$ cat config.mk
export PLATFORM = sky130hd
export DESIGN_NAME = dbg_lock_ctrl
export DESIGN_NICKNAME = d
export VERILOG_FILES = /design/src/rtl/dbg_lock_pkg.sv /design/src/rtl/dbg_req_check.sv /design/src/rtl/dbg_auth_hs.sv /design/src/rtl/dbg_lock_regs.sv /design/src/rtl/dbg_access_map.sv /design/src/rtl/dbg_lock_ctrl.sv
export SDC_FILE = /design/constraint.sdc
export NUM_CORES = 1
export LEC_CHECK = 0
export BUFFER_PORTS_ARGS = -buffer_cell sky130_fd_sc_hd__buf_4
export CAP_MARGIN = 10
export CORE_UTILIZATION = 50
export CTS_BUF_LIST = sky130_fd_sc_hd__clkbuf_8
export DETAILED_ROUTE_END_ITERATION = 12
export PLACE_DENSITY = 0.74
export SYNTH_ARGS = -nofsm -noshare
export SYNTH_HDL_FRONTEND = slang
export SYNTH_HIERARCHICAL = 1
export SYNTH_SLANG_ARGS = --single-unit
$ cat constraint.sdc
create_clock -name clk -period 7.4 [get_ports clk]
set_input_delay 0.37 -clock clk [delete_from_list [all_inputs] [get_ports clk]]
set_output_delay 0.37 -clock clk [all_outputs]
set_load 0.01 [all_outputs]
$ cat src/rtl/dbg_lock_pkg.sv
package dbg_lock_pkg;

    localparam int NCORE = 2;
    localparam logic CORE_SEC = 1'b0;
    localparam logic CORE_APP = 1'b1;

    typedef enum logic [2:0] {
        ERR_NONE  = 3'd0,
        ERR_ORDER = 3'd1,
        ERR_NOSIG = 3'd2,
        ERR_PERM  = 3'd3,
        ERR_AUTH  = 3'd4,
        ERR_TMO   = 3'd5,
        ERR_STATE = 3'd6
    } err_e;

    typedef struct packed {
        logic valid;
        logic unlock;
        logic core;
    } req_t;

    typedef struct packed {
        logic lock_go;
        logic unlock_go;
        err_e err;
        logic core;
    } verdict_t;

    function automatic logic perm_locked(input logic fuse, input logic key);
        return fuse & ~key;
    endfunction

    function automatic err_e judge_lock(input logic core, input logic [NCORE-1:0] lock,
                                        input logic sig);
        if (lock[core])                        return ERR_STATE;
        if (core == CORE_SEC && lock[CORE_APP]) return ERR_ORDER;
        if (!sig)                              return ERR_NOSIG;
        return ERR_NONE;
    endfunction

    function automatic err_e judge_unlock(input logic core, input logic [NCORE-1:0] lock,
                                          input logic perm);
        if (!lock[core])                       return ERR_STATE;
        if (core == CORE_SEC && lock[CORE_APP]) return ERR_ORDER;
        if (perm)                              return ERR_PERM;
        return ERR_NONE;
    endfunction

endpackage

$ cat src/rtl/dbg_req_check.sv
module dbg_req_check
    import dbg_lock_pkg::*;
(
    input  req_t                   req,
    input  logic                   idle,
    input  logic [NCORE-1:0]       lock,
    input  logic [NCORE-1:0]       sig_en,
    input  logic [NCORE-1:0]       perm,
    output verdict_t               verdict
);

    err_e code;
    logic live;

    always_comb begin
        live = req.valid & idle;
        code = ERR_NONE;
        if (live) begin
            code = req.unlock ? judge_unlock(req.core, lock, perm[req.core])
                              : judge_lock(req.core, lock, sig_en[req.core]);
        end
        verdict           = '0;
        verdict.core      = req.core;
        verdict.err       = code;
        verdict.lock_go   = live & ~req.unlock & (code == ERR_NONE);
        verdict.unlock_go = live &  req.unlock & (code == ERR_NONE);
    end

endmodule

$ cat src/rtl/dbg_auth_hs.sv
module dbg_auth_hs
    import dbg_lock_pkg::*;
#(
    parameter int TW = 8
) (
    input  logic          clk,
    input  logic          rst,
    input  logic          start,
    input  logic          start_core,
    input  logic [TW-1:0] tmo,
    input  logic          auth_done,
    input  logic          auth_ok,
    output logic          busy,
    output logic          chal_req,
    output logic          chal_core,
    output logic          fin_ok,
    output logic          fin_fail,
    output err_e          fin_err
);

    typedef enum logic {HS_IDLE, HS_WAIT} hs_e;

    localparam int CW = TW + 1;

    hs_e           state_q;
    logic [TW-1:0] cnt_q;
    logic          core_q;
    logic          chal_q;
    logic          expire;
    logic          waiting;

    assign waiting = (state_q == HS_WAIT);
    assign expire  = ({1'b0, cnt_q} + CW'(1)) >= {1'b0, tmo};

    always_ff @(posedge clk) begin
        if (rst) begin
            state_q <= HS_IDLE;
            cnt_q   <= '0;
            core_q  <= 1'b0;
            chal_q  <= 1'b0;
        end else begin
            chal_q <= 1'b0;
            case (state_q)
                HS_IDLE: begin
                    if (start) begin
                        state_q <= HS_WAIT;
                        cnt_q   <= '0;
                        core_q  <= start_core;
                        chal_q  <= 1'b1;
                    end
                end
                default: begin
                    if (auth_done || expire) state_q <= HS_IDLE;
                    else                     cnt_q   <= cnt_q + TW'(1);
                end
            endcase
        end
    end

    assign busy      = waiting;
    assign chal_req  = chal_q;
    assign chal_core = core_q;
    assign fin_ok    = waiting & auth_done & auth_ok;
    assign fin_fail  = waiting & (auth_done ? ~auth_ok : expire);
    assign fin_err   = auth_done ? ERR_AUTH : ERR_TMO;


    chal_one_cycle_chk: assert property (@(posedge clk) disable iff (rst)
        chal_req |=> !chal_req);

    chal_in_wait_chk: assert property (@(posedge clk) disable iff (rst)
        chal_req |-> busy);

endmodule

$ cat src/rtl/dbg_lock_regs.sv
module dbg_lock_regs
    import dbg_lock_pkg::*;
(
    input  logic             clk,
    input  logic             rst,
    input  logic [NCORE-1:0] fuse,
    input  logic [NCORE-1:0] sig_en,
    input  logic [NCORE-1:0] perm,
    input  logic             lock_go,
    input  logic             lock_core,
    input  logic             unlock_ok,
    input  logic             unlock_core,
    input  logic             iso_req,
    input  logic             rej,
    input  err_e             rej_code,
    output logic [NCORE-1:0] lock_q,
    output logic             iso_q,
    output err_e             err_q,
    output logic             err_pulse
);

    logic sec_opens;
    assign sec_opens = unlock_ok & (unlock_core == CORE_SEC);

    for (genvar c = 0; c < NCORE; c++) begin : g_core
        always_ff @(posedge clk) begin
            if (rst)                                        lock_q[c] <= fuse[c];
            else if (lock_go && lock_core == 1'(c))         lock_q[c] <= 1'b1;
            else if (unlock_ok && unlock_core == 1'(c))     lock_q[c] <= 1'b0;
        end


        lock_needs_sig_chk: assert property (@(posedge clk) disable iff (rst)
            $rose(lock_q[c]) |-> $past(sig_en[c]));

        perm_hold_chk: assert property (@(posedge clk) disable iff (rst)
            $fell(lock_q[c]) |-> !$past(perm[c]));
    end

    always_ff @(posedge clk) begin
        if (rst)                                  iso_q <= 1'b0;
        else if (sec_opens)                       iso_q <= 1'b0;
        else if (iso_req && lock_q[CORE_SEC])     iso_q <= 1'b1;
    end

    always_ff @(posedge clk) begin
        if (rst) begin
            err_q     <= ERR_NONE;
            err_pulse <= 1'b0;
        end else begin
            err_pulse <= rej;
            if (rej) err_q <= rej_code;
        end
    end


    sec_lock_order_chk: assert property (@(posedge clk) disable iff (rst)
        $rose(lock_q[CORE_SEC]) |-> !$past(lock_q[CORE_APP]));

    sec_unlock_order_chk: assert property (@(posedge clk) disable iff (rst)
        $fell(lock_q[CORE_SEC]) |-> !$past(lock_q[CORE_APP]));

    iso_needs_sec_chk: assert property (@(posedge clk) disable iff (rst)
        iso_q |-> lock_q[CORE_SEC]);

    err_pulse_code_chk: assert property (@(posedge clk) disable iff (rst)
        err_pulse |-> (err_q != ERR_NONE));

endmodule

$ cat src/rtl/dbg_access_map.sv
module dbg_access_map
    import dbg_lock_pkg::*;
(
    input  logic [NCORE-1:0] lock,
    input  logic             iso,
    output logic [NCORE-1:0] jtag_en,
    output logic             mbox_en
);

    for (genvar c = 0; c < NCORE; c++) begin : g_port
        assign jtag_en[c] = ~lock[c];
    end

    assign mbox_en = ~iso;

endmodule

$ cat src/rtl/dbg_lock_ctrl.sv
module dbg_lock_ctrl
    import dbg_lock_pkg::*;
#(
    parameter int TMO_W = 8
) (
    input  logic             clk,
    input  logic             rst,
    input  logic             req_valid,
    input  logic             req_core,
    input  logic             req_unlock,
    input  logic             iso_req,
    input  logic [1:0]       sig_en,
    input  logic [1:0]       fuse_jtag_off,
    input  logic [1:0]       key_prov,
    input  logic [TMO_W-1:0] tmo_cycles,
    input  logic             auth_done,
    input  logic             auth_ok,
    output logic             chal_req,
    output logic             chal_core,
    output logic             busy,
    output logic [1:0]       jtag_en,
    output logic             mbox_en,
    output logic [1:0]       stat_lock,
    output logic             stat_iso,
    output logic [2:0]       stat_err,
    output logic             err_pulse
);

    req_t             req;
    verdict_t         verdict;
    logic [NCORE-1:0] perm;
    logic [NCORE-1:0] lock_q;
    logic             iso_q;
    err_e             err_q;
    logic             hs_busy;
    logic             fin_ok;
    logic             fin_fail;
    err_e             fin_err;
    logic             rej;
    err_e             rej_code;

    assign req = '{valid: req_valid, unlock: req_unlock, core: req_core};

    for (genvar c = 0; c < NCORE; c++) begin : g_perm
        assign perm[c] = perm_locked(fuse_jtag_off[c], key_prov[c]);
    end

    dbg_req_check u_check (
        .req     (req),
        .idle    (~hs_busy),
        .lock    (lock_q),
        .sig_en  (sig_en),
        .perm    (perm),
        .verdict (verdict)
    );

    dbg_auth_hs #(.TW(TMO_W)) u_hs (
        .clk        (clk),
        .rst        (rst),
        .start      (verdict.unlock_go),
        .start_core (verdict.core),
        .tmo        (tmo_cycles),
        .auth_done  (auth_done),
        .auth_ok    (auth_ok),
        .busy       (hs_busy),
        .chal_req   (chal_req),
        .chal_core  (chal_core),
        .fin_ok     (fin_ok),
        .fin_fail   (fin_fail),
        .fin_err    (fin_err)
    );

    assign rej      = (verdict.err != ERR_NONE) | fin_fail;
    assign rej_code = fin_fail ? fin_err : verdict.err;

    dbg_lock_regs u_regs (
        .clk         (clk),
        .rst         (rst),
        .fuse        (fuse_jtag_off),
        .sig_en      (sig_en),
        .perm        (perm),
        .lock_go     (verdict.lock_go),
        .lock_core   (verdict.core),
        .unlock_ok   (fin_ok),
        .unlock_core (chal_core),
        .iso_req     (iso_req),
        .rej         (rej),
        .rej_code    (rej_code),
        .lock_q      (lock_q),
        .iso_q       (iso_q),
        .err_q       (err_q),
        .err_pulse   (err_pulse)
    );

    dbg_access_map u_map (
        .lock    (lock_q),
        .iso     (iso_q),
        .jtag_en (jtag_en),
        .mbox_en (mbox_en)
    );

    assign busy      = hs_busy;
    assign stat_lock = lock_q;
    assign stat_iso  = iso_q;
    assign stat_err  = err_q;


    perm_no_chal_chk: assert property (@(posedge clk) disable iff (rst)
        chal_req |-> !perm[chal_core]);

    idle_auth_quiet_chk: assert property (@(posedge clk) disable iff (rst)
        (!$past(busy) && !$past(req_valid) && !$past(iso_req)) |-> $stable(stat_lock) && $stable(stat_err));

endmodule

* Word-level counts from Yosys, hierarchy flattened
Cells that the tools add are included.
Cells by class: $add $sub $neg 2, $lt $le $gt $ge 2, equality and inequality tests 1, multiplexer cells 52, bitwise operators 22, reduce and logical (&&, ||, !) cells 16
Operator list (number):
- 2-to-1 mux 3 bit | 15
- 2-to-1 mux 1 bit | 34
- 2-to-1 mux 8 bit | 3
- bitwise AND 1 bit | 11
- inverter 1 bit | 10
- adder 8 x 1 -> 9 bit, second input constant | 1
- >= comparator 9 x 8 -> 1 bit | 1
- nonzero test 3 bit | 3
- adder 8 x 1 -> 8 bit, second input constant | 1
- logical AND 1 bit | 6
- AND reduction 2 bit | 2
- OR reduction 2 bit | 2
- zero test 3 bit | 1
- < comparator 1 x 2 -> 1 bit, second input constant | 1
- != test 2 bit, second input constant | 1
- nonzero test 2 bit | 1
- logical OR 1 bit | 1
- OR 1 bit | 1
Word-level totals: bits in registers 18, input bits 22, output and inout port bits 13

* Longest topological paths before layout
Gate-level depths: netlist (run 1).
word-level depth 19, gate-level depth with buffers 15, depth with buffers taken out 13

* Hierarchy
The synthesis (run 1) kept the hierarchy.
Modules (own cells, without submodules):
- dbg_auth_hs | times used 1, cells an instance 115, area an instance 885.8 um^2
- dbg_lock_regs | times used 1, cells an instance 28, area an instance 280.3 um^2
- dbg_req_check | times used 1, cells an instance 29, area an instance 197.7 um^2
- dbg_lock_ctrl | times used 1, cells an instance 7, area an instance 57.6 um^2
- dbg_access_map | times used 1, cells an instance 3, area an instance 11.3 um^2

* Least setup slack after synthesis (run 1)
OpenSTA, ideal clock, no wires.
kind register -> register, start register u_hs.cnt_q[0], end register u_regs.err_q[0], library setup time 0.114 ns, arrival 3.067 ns, setup slack 4.219 ns, cell stages (with the launch flop) 16, buffers on the path 2, cells stage by stage dfxtp_1 > ha_1 > nand3_2 > inv_1 > and3_1 > xor2_1 > ha_1 > a211o_1 > a21oi_1 > o21ba_1 > buf_6 > buf_6 > a221oi_1 > or4_1 > mux2i_1 > nor2_1
On the way: cells in the longest elaborated chain, start to end 5
RTL lines:
- start: declaration | line dbg_auth_hs.sv:26 | logic [TW-1:0] cnt_q;
- start signal: assignment | line dbg_auth_hs.sv:54 | else cnt_q <= cnt_q + TW'(1);
- adder 8 x 1 -> 9 bit | line dbg_auth_hs.sv:33 | assign expire = ({1'b0, cnt_q} + CW'(1)) >= {1'b0, tmo};
- >= comparator 9 x 8 -> 1 bit | line dbg_auth_hs.sv:33
- 2-to-1 mux 1 bit | line dbg_auth_hs.sv:64 | assign fin_fail = waiting & (auth_done ? ~auth_ok : expire);
- bitwise AND 1 bit | line dbg_auth_hs.sv:64
- via fin_fail | line dbg_lock_ctrl.sv:37 | logic fin_fail;
- OR 1 bit | line dbg_lock_ctrl.sv:73 | assign rej = (verdict.err != ERR_NONE) | fin_fail;
- via rej | line dbg_lock_ctrl.sv:39 | logic rej;
- end signal: assignment | line dbg_lock_regs.sv:52 | if (rej) err_q <= rej_code;
- end: declaration | line dbg_lock_regs.sv:18 | output err_e err_q,
The timed path passes the listed nets, and every way through them passes these cells. A chain may end at the register's enable or synchronous reset.

* Worst setup path in the final report (run 1)
Ends and elaborated chain as after synthesis.

==> results of run 1 <==
-- kinds of logic (layout without fill, tap and decap cells) --
logic type / after synthesis / count (layout) / synth area share (%)
other: 2 / 2 / 0.524
multiplexers: 8 / 8 / 5.85
buffers and inverters: 25 / 54 / 9.78
adder cells (fa/ha/maj): 9 / 9 / 7.86
XOR/XNOR: 7 / 7 / 4.28
flip-flops: 18 / 18 / 26.6
AND/OR/NAND/NOR: 81 / 81 / 28.8
AO/OA/AOI/OAI: 32 / 32 / 16.3
-- per-layer routing --
layer / track usage (%) / vias up / part of all wire (%) / wire (um)
li1: - / 687 / - / -
met4: 4.64 / 0 / 0.66 / 20
met5: 0 / - / 0 / 0
met3: 3.75 / 2 / 5.1 / 154
met1: 26.6 / 598 / 46 / 1390
met2: 34.9 / 37 / 49 / 1480
-- power groups by stage --
stage | Combinational, mW | Clock, mW | Sequential (mW)
after detailed placement | 0.0462 | 0 | 0.108
after CTS | 0.0463 | 0.0693 | 0.106
after global routing | 0.0512 | 0.0739 | 0.106
after global placement | 0.0448 | 0 | 0.108
after floorplan | 0.0283 | 0 | 0.108
final | 0.0461 | 0.0669 | 0.106
-- state kept, by name, indices dropped and copies added (netlist names) --
register	count
u_regs/err_pulse	1
u_regs/iso_q	1
u_hs/cnt_q	8
u_hs/chal_core	1
u_regs/lock_q	2
u_hs/chal_req	1
u_hs/busy	1
u_regs/err_q	3
-- final cells by class --
class | count | area share, %
clock buffer | 3 | 2.44
clock inverter | 1 | 0.222
inverter | 16 | 3.55
multi-input combinational | 139 | 53.9
sequential | 18 | 22.5
tap | 31 | 2.29
timing repair buffer | 34 | 15.1
-- layout by cell type (no fill, tap or decap), types with 2 or more instances in the layout --
cell,instances
buf_4,34
nand2_1,22
inv_1,17
dfxtp_1,16
nor2_1,15
nand3_1,12
ha_1,9
and3_1,7
a21oi_1,7
nand2b_1,6
mux2i_1,5
xor2_1,5
nand4_1,5
nor2b_1,4
a211o_1,4
a31o_2,4
mux2_2,3
clkbuf_8,3
nor3_1,3
o21ai_1,3
xnor2_1,2
o21ai_0,2
a21o_1,2
conb_1,2
edfxtp_1,2
-- final timing paths --
kind,start,to,cells past startpoint
setup / recovery,u_hs/cnt_q[0],u_regs/err_q[0],13
hold / removal,rst,u_hs/busy,2
setup reg to reg,u_hs/cnt_q[0],u_regs/err_q[0],13
hold reg to reg,u_regs/err_q[1],u_regs/err_q[1],2
-- critical path, cell delays in order, from the launching register on --
cell      delay [ns]
dfxtp_1         0.44
ha_1            0.29
nand3_2         0.13
inv_1           0.10
and3_1          0.22
xor2_1          0.18
ha_1            0.26
a211o_1         0.26
a21oi_1         0.15
o21ba_1         0.52
a221oi_1        0.27
or4_1           0.66
mux2i_1         0.20
nor2_1          0.06
-- stage by stage --
stage	cells	hold WS [ns]
CTS	242	0.393
finish	242	0.402
global placement	238	0.481
detailed placement	238	0.487
global route	242	0.412
floorplan	182	0.439
==> flow_metrics.env, run 1 <==
export IMPL_ys_async_sr_fraction_pct=0
export IMPL_grt_max_degree=18
export IMPL_final_core_util_pct=61.9
export IMPL_setup_viol=0
export IMPL_vias=1324
export IMPL_power_mw=0.219
export IMPL_clkPwrFrac_pct=30.6
export IMPL_p_switching_mw=0.0561
export IMPL_setup_tns_ns=0
export IMPL_syn_area_um2=1430
export IMPL_cts_buffers=3
export IMPL_synth_seq_area_share_pct=26.6
export IMPL_die_h_um=55.5
export IMPL_htree_levels=1
export IMPL_start_util_pct=52.4
export IMPL_swShare_pct=25.6
export IMPL_cts_sinks=18
export IMPL_cp_end_kind="flip-flop"
export IMPL_layout_min_cycle_time_ns=3.85
export IMPL_cts_hold_buf=0
export IMPL_hold_viol=0
export IMPL_yosys_area_top_type="dfxtp_1"
export IMPL_ys_top_cells_by_count="nand2_1 (22), dfxtp_1 (16), inv_1 (16)"
export IMPL_max_vdd_ir_drop_v=0.000116
export IMPL_p_per_area_nw_per_um2=129
export IMPL_critical_path_class="reg -> reg"
export IMPL_wl_per_cell_um=12.6
export IMPL_clock_latency_ns=0.25
export IMPL_timing_fmax_mhz=260
export IMPL_grt_pass1_vias=1213
export IMPL_viasPerCell=5.47
export IMPL_yosysMostFrequentCell="nand2_1"
export IMPL_drive_gt1_share_pct=22.3
export IMPL_dr_pass1_iters=4
export IMPL_post_cts_resized=0
export IMPL_cts_root_buf="clkbuf_8"
export IMPL_final_antenna_net_count=0
export IMPL_core_um2=2730
export IMPL_clkTransAtPathRegs_ns=0.07
export IMPL_status="finished clean"
export IMPL_start_kind="flip-flop"
export IMPL_port_buffers=34
export IMPL_rrSetupSlack_ns=3.55
export IMPL_postCtsSetupBuffers=0
export IMPL_slew_viol_final=0
export IMPL_fillerInstances=252
export IMPL_cts_tree="done"
export IMPL_ys_flop_type="dfxtp_1"
export IMPL_ys_top_cells_by_area="dfxtp_1 (22%), ha_1 (7.9%), nand2_1 (5.8%), nand3_1 (4.2%), edfxtp_1 (4.2%)"
export IMPL_synth_nets=213
export IMPL_dp_hpwl_um=2370
export IMPL_worstPathArrival_ns=3.99
export IMPL_dp_slack_ns=3.61
export IMPL_clock_skew_ns=0.00600
export IMPL_power_leakage_nw=0.881
export IMPL_finalCritPeriodShare_pct=52.0
export IMPL_hp_class="in -> reg"
export IMPL_grt_ovfl_total=0
export IMPL_grt_pass1_wl_um=5090
export IMPL_antenna_found_initial=0
export IMPL_worstMarginPinSlew_ns=0.922
export IMPL_regArea_um2=380
export IMPL_rsz0062_at_grt="false"
export IMPL_areaGrowthSynthToFinish_pct=18.1
export IMPL_fin_ws_ns=3.55
export IMPL_crit_fanout=17
export IMPL_p_int_mw=0.163
export IMPL_multiInputGateArea_um2=912
export IMPL_yosys_warnings=6
export IMPL_critPathRequiredTime_ns=7.54
export IMPL_cts_path_max_buffers=2
export IMPL_syn_inst=182
export IMPL_syn_area_per_cell_um2=7.87
export IMPL_drc=0
export IMPL_synth_top_area_share_pct=22.4
export IMPL_dpl_cell_area_um2=1650
export IMPL_slew_headroom_pct=38.0
export IMPL_finalNetCount=243
export IMPL_dieWidth_um=55.5
export IMPL_maxCapViolations=0
export IMPL_routed_wl_um=3040
export IMPL_row_count=19
export IMPL_synth_edf_count=2
export IMPL_synth_distinct_cells=43
export IMPL_place_congestion=0.780
export IMPL_diodes=0
export IMPL_ios=35
export IMPL_combPwrFrac_pct=21.0
export IMPL_sequentialPowerShare_pct=48.4
export IMPL_fin_area_um2=1690
export IMPL_grt_use_total_pct=20.4
export IMPL_ys_ff_latch=18
export IMPL_die_area_um2=3080
export IMPL_drt_iter0_drc=33
Note: power is estimated with default switching activity, not from simulation.
==> inputs of run 2 (changes only) <==
--- a/config.mk
+++ b/config.mk
@@ -10,7 +10,7 @@
 export CORE_UTILIZATION = 50
 export CTS_BUF_LIST = sky130_fd_sc_hd__clkbuf_8
 export DETAILED_ROUTE_END_ITERATION = 12
-export PLACE_DENSITY = 0.74
+export PLACE_DENSITY = 0.77
 export SYNTH_ARGS = -nofsm -noshare
 export SYNTH_HDL_FRONTEND = slang
 export SYNTH_HIERARCHICAL = 1
==> constraint.sdc (replaced) <==
create_clock -name clk -period 3.15 [get_ports clk]
set_input_delay 0.1575 -clock clk [delete_from_list [all_inputs] [get_ports clk]]
set_output_delay 0.1575 -clock clk [all_outputs]
set_load 0.01 [all_outputs]
==> flow_metrics.env, run 2 (synthesis gave the netlist of run 1 again) <==
export IMPL_status="finished clean"
export IMPL_crit_fanout=6
export IMPL_drive_gt1_share_pct=28.1
export IMPL_worstPathArrival_ns=3.10
export IMPL_routed_wl_um=3340
export IMPL_finalNetCount=249
export IMPL_rrSetupSlack_ns=0.20
export IMPL_layout_commonest_cell="buf_4"
export IMPL_dr_pass1_iters=6
export IMPL_drt_iter0_drc=68
export IMPL_port_buffers=34
export IMPL_dp_slack_ns=0.0672
export IMPL_p_per_area_nw_per_um2=310
export IMPL_clkTransAtPathRegs_ns=0.07
export IMPL_diodes=0
export IMPL_crit_path_start="u_hs/cnt_q[0]"
export IMPL_critPathRequiredTime_ns=3.30
export IMPL_hp_class="in -> reg"
export IMPL_die_area_um2=3080
export IMPL_drc=0
export IMPL_worstMarginPinSlew_ns=0.897
export IMPL_cts_buffers=3
export IMPL_clock_skew_ns=0.00141
export IMPL_start_util_pct=52.4
export IMPL_grt_ovfl_total=0
export IMPL_row_count=19
export IMPL_final_antenna_net_count=0
export IMPL_antenna_found_initial=0
export IMPL_mostFrequentLayoutCells="buf_4 (40), nand2_1 (22), inv_1 (16), nor2_1 (15), dfxtp_1 (13)"
export IMPL_slew_headroom_pct=39.7
export IMPL_maxCapViolations=0
export IMPL_cts_sinks=18
export IMPL_dieWidth_um=55.5
export IMPL_r2r_cells=14
export IMPL_cp_end_kind="flip-flop"
export IMPL_dp_hpwl_um=2420
export IMPL_slew_viol_final=0
export IMPL_viasPerCell=5.60
export IMPL_cts_tree="done"
export IMPL_max_vdd_ir_drop_v=0.000381
export IMPL_ios=35
export IMPL_hold_viol=0
export IMPL_reg2reg_from="u_hs/cnt_q[0]"
export IMPL_r2r_end="u_regs/err_q[1]"
export IMPL_layout_min_cycle_time_ns=2.95
export IMPL_cts_hold_buf=0
export IMPL_power_leakage_nw=0.911
export IMPL_top_regs="u_hs/cnt_q x8, u_regs/err_q x3, u_regs/lock_q x2"
export IMPL_wl_per_cell_um=13.5
export IMPL_setup_tns_ns=0
export IMPL_clock_latency_ns=0.25
export IMPL_core_um2=2730
export IMPL_largest_register="u_hs/cnt_q"
export IMPL_finalCritPeriodShare_pct=93.6
export IMPL_fillerInstances=239
export IMPL_start_kind="flip-flop"
export IMPL_cts_root_buf="clkbuf_8"
export IMPL_vias=1388
export IMPL_place_congestion=0.814
export IMPL_cts_path_max_buffers=2
export IMPL_die_h_um=55.5
export IMPL_grt_pass1_wl_um=5410
export IMPL_grt_max_degree=17
export IMPL_timing_fmax_mhz=339
export IMPL_grt_pass1_vias=1279
export IMPL_setup_viol=0
export IMPL_htree_levels=1
export IMPL_grt_use_total_pct=21.3
export IMPL_largest_register_ffs=8
export IMPL_areaGrowthSynthToFinish_pct=24.3
export IMPL_fin_ws_ns=0.201
export IMPL_crit_path_end="u_regs/err_q[1]"
export IMPL_critical_path_class="reg -> reg"
run 2: changes by cell type in the layout (fill, tap and decap cells not counted), sizes merged:
| cell | change |
|---|---|
| clkbuf | +1 |
| inv | -1 |
| buf | +6 |
run 2: critical path, stage by stage, from the launching register on:
cell,delay [ns]
dfxtp_4,0.37
ha_4,0.18
nand3_2,0.10
inv_1,0.06
and3_4,0.19
xor2_1,0.14
ha_1,0.30
o21a_1,0.12
o21ai_1,0.08
a211o_1,0.32
a221oi_2,0.29
buf_4,0.17
mux2_2,0.32
mux2i_1,0.14
nor2_1,0.06
run 2: how the worst min path moves through the flow:
stage / start / endpoint / slack (ns) / depth (start not counted)
floorplan: rst / u_hs/busy / 0.23 / 1
global placement: rst / u_hs/busy / 0.44 / 2
detailed placement: rst / u_regs/err_pulse / 0.44 / 2
CTS: rst / u_regs/err_pulse / 0.17 / 2
global route: rst / u_hs/busy / 0.19 / 2
finish: rst / u_regs/err_pulse / 0.18 / 2
run 2: timing repair:
| action | in CTS | in global routing |
|---|---|---|
| hold endpoints to repair | 0 | 0 |
| setup buffers | 0 | 2 |
| resized for setup | 0 | 8 |
| setup endpoints to repair | 0 | 4 |
run 2: power breakdown:
| part | switching, mW | total [mW] | internal, mW |
|---|---|---|---|
| Clock | 0.0788 | 0.190 | 0.111 |
| Sequential | 0.00862 | 0.248 | 0.239 |
| Combinational | 0.0544 | 0.114 | 0.0596 |
run 2: through the flow:
step	instances	total power, mW	hold slack, ns	util, %	cell area (um^2)
floorplan	182	0.323	0.227	-	1440
global placement	242	0.362	0.435	61.7	1690
detailed placement	242	0.365	0.441	61.7	1690
CTS	246	0.554	0.169	63.7	1740
global route	248	0.578	0.187	65.1	1780
finish	248	0.552	0.175	65.1	1780
run 2: area by class of cell:
cell class	count	area, um^2	share of cell area (%)
well taps	31	38.8	2.18
repair buffers	40	300	16.9
flip-flops and latches	18	387	21.7
inverters	16	60.1	3.37
clock buffers	4	55.1	3.09
multi-input cells	139	940	52.8
run 2: per-layer routing:
| layer | vias to the layer above | GRT usage [%] | wire [um] |
|---|---|---|---|
| met5 | - | 0 | 0 |
| met4 | 0 | 6.79 | 9 |
| met3 | 2 | 4.68 | 167 |
| met2 | 37 | 37.7 | 1760 |
| met1 | 650 | 25.4 | 1410 |
| li1 | 699 | - | - |
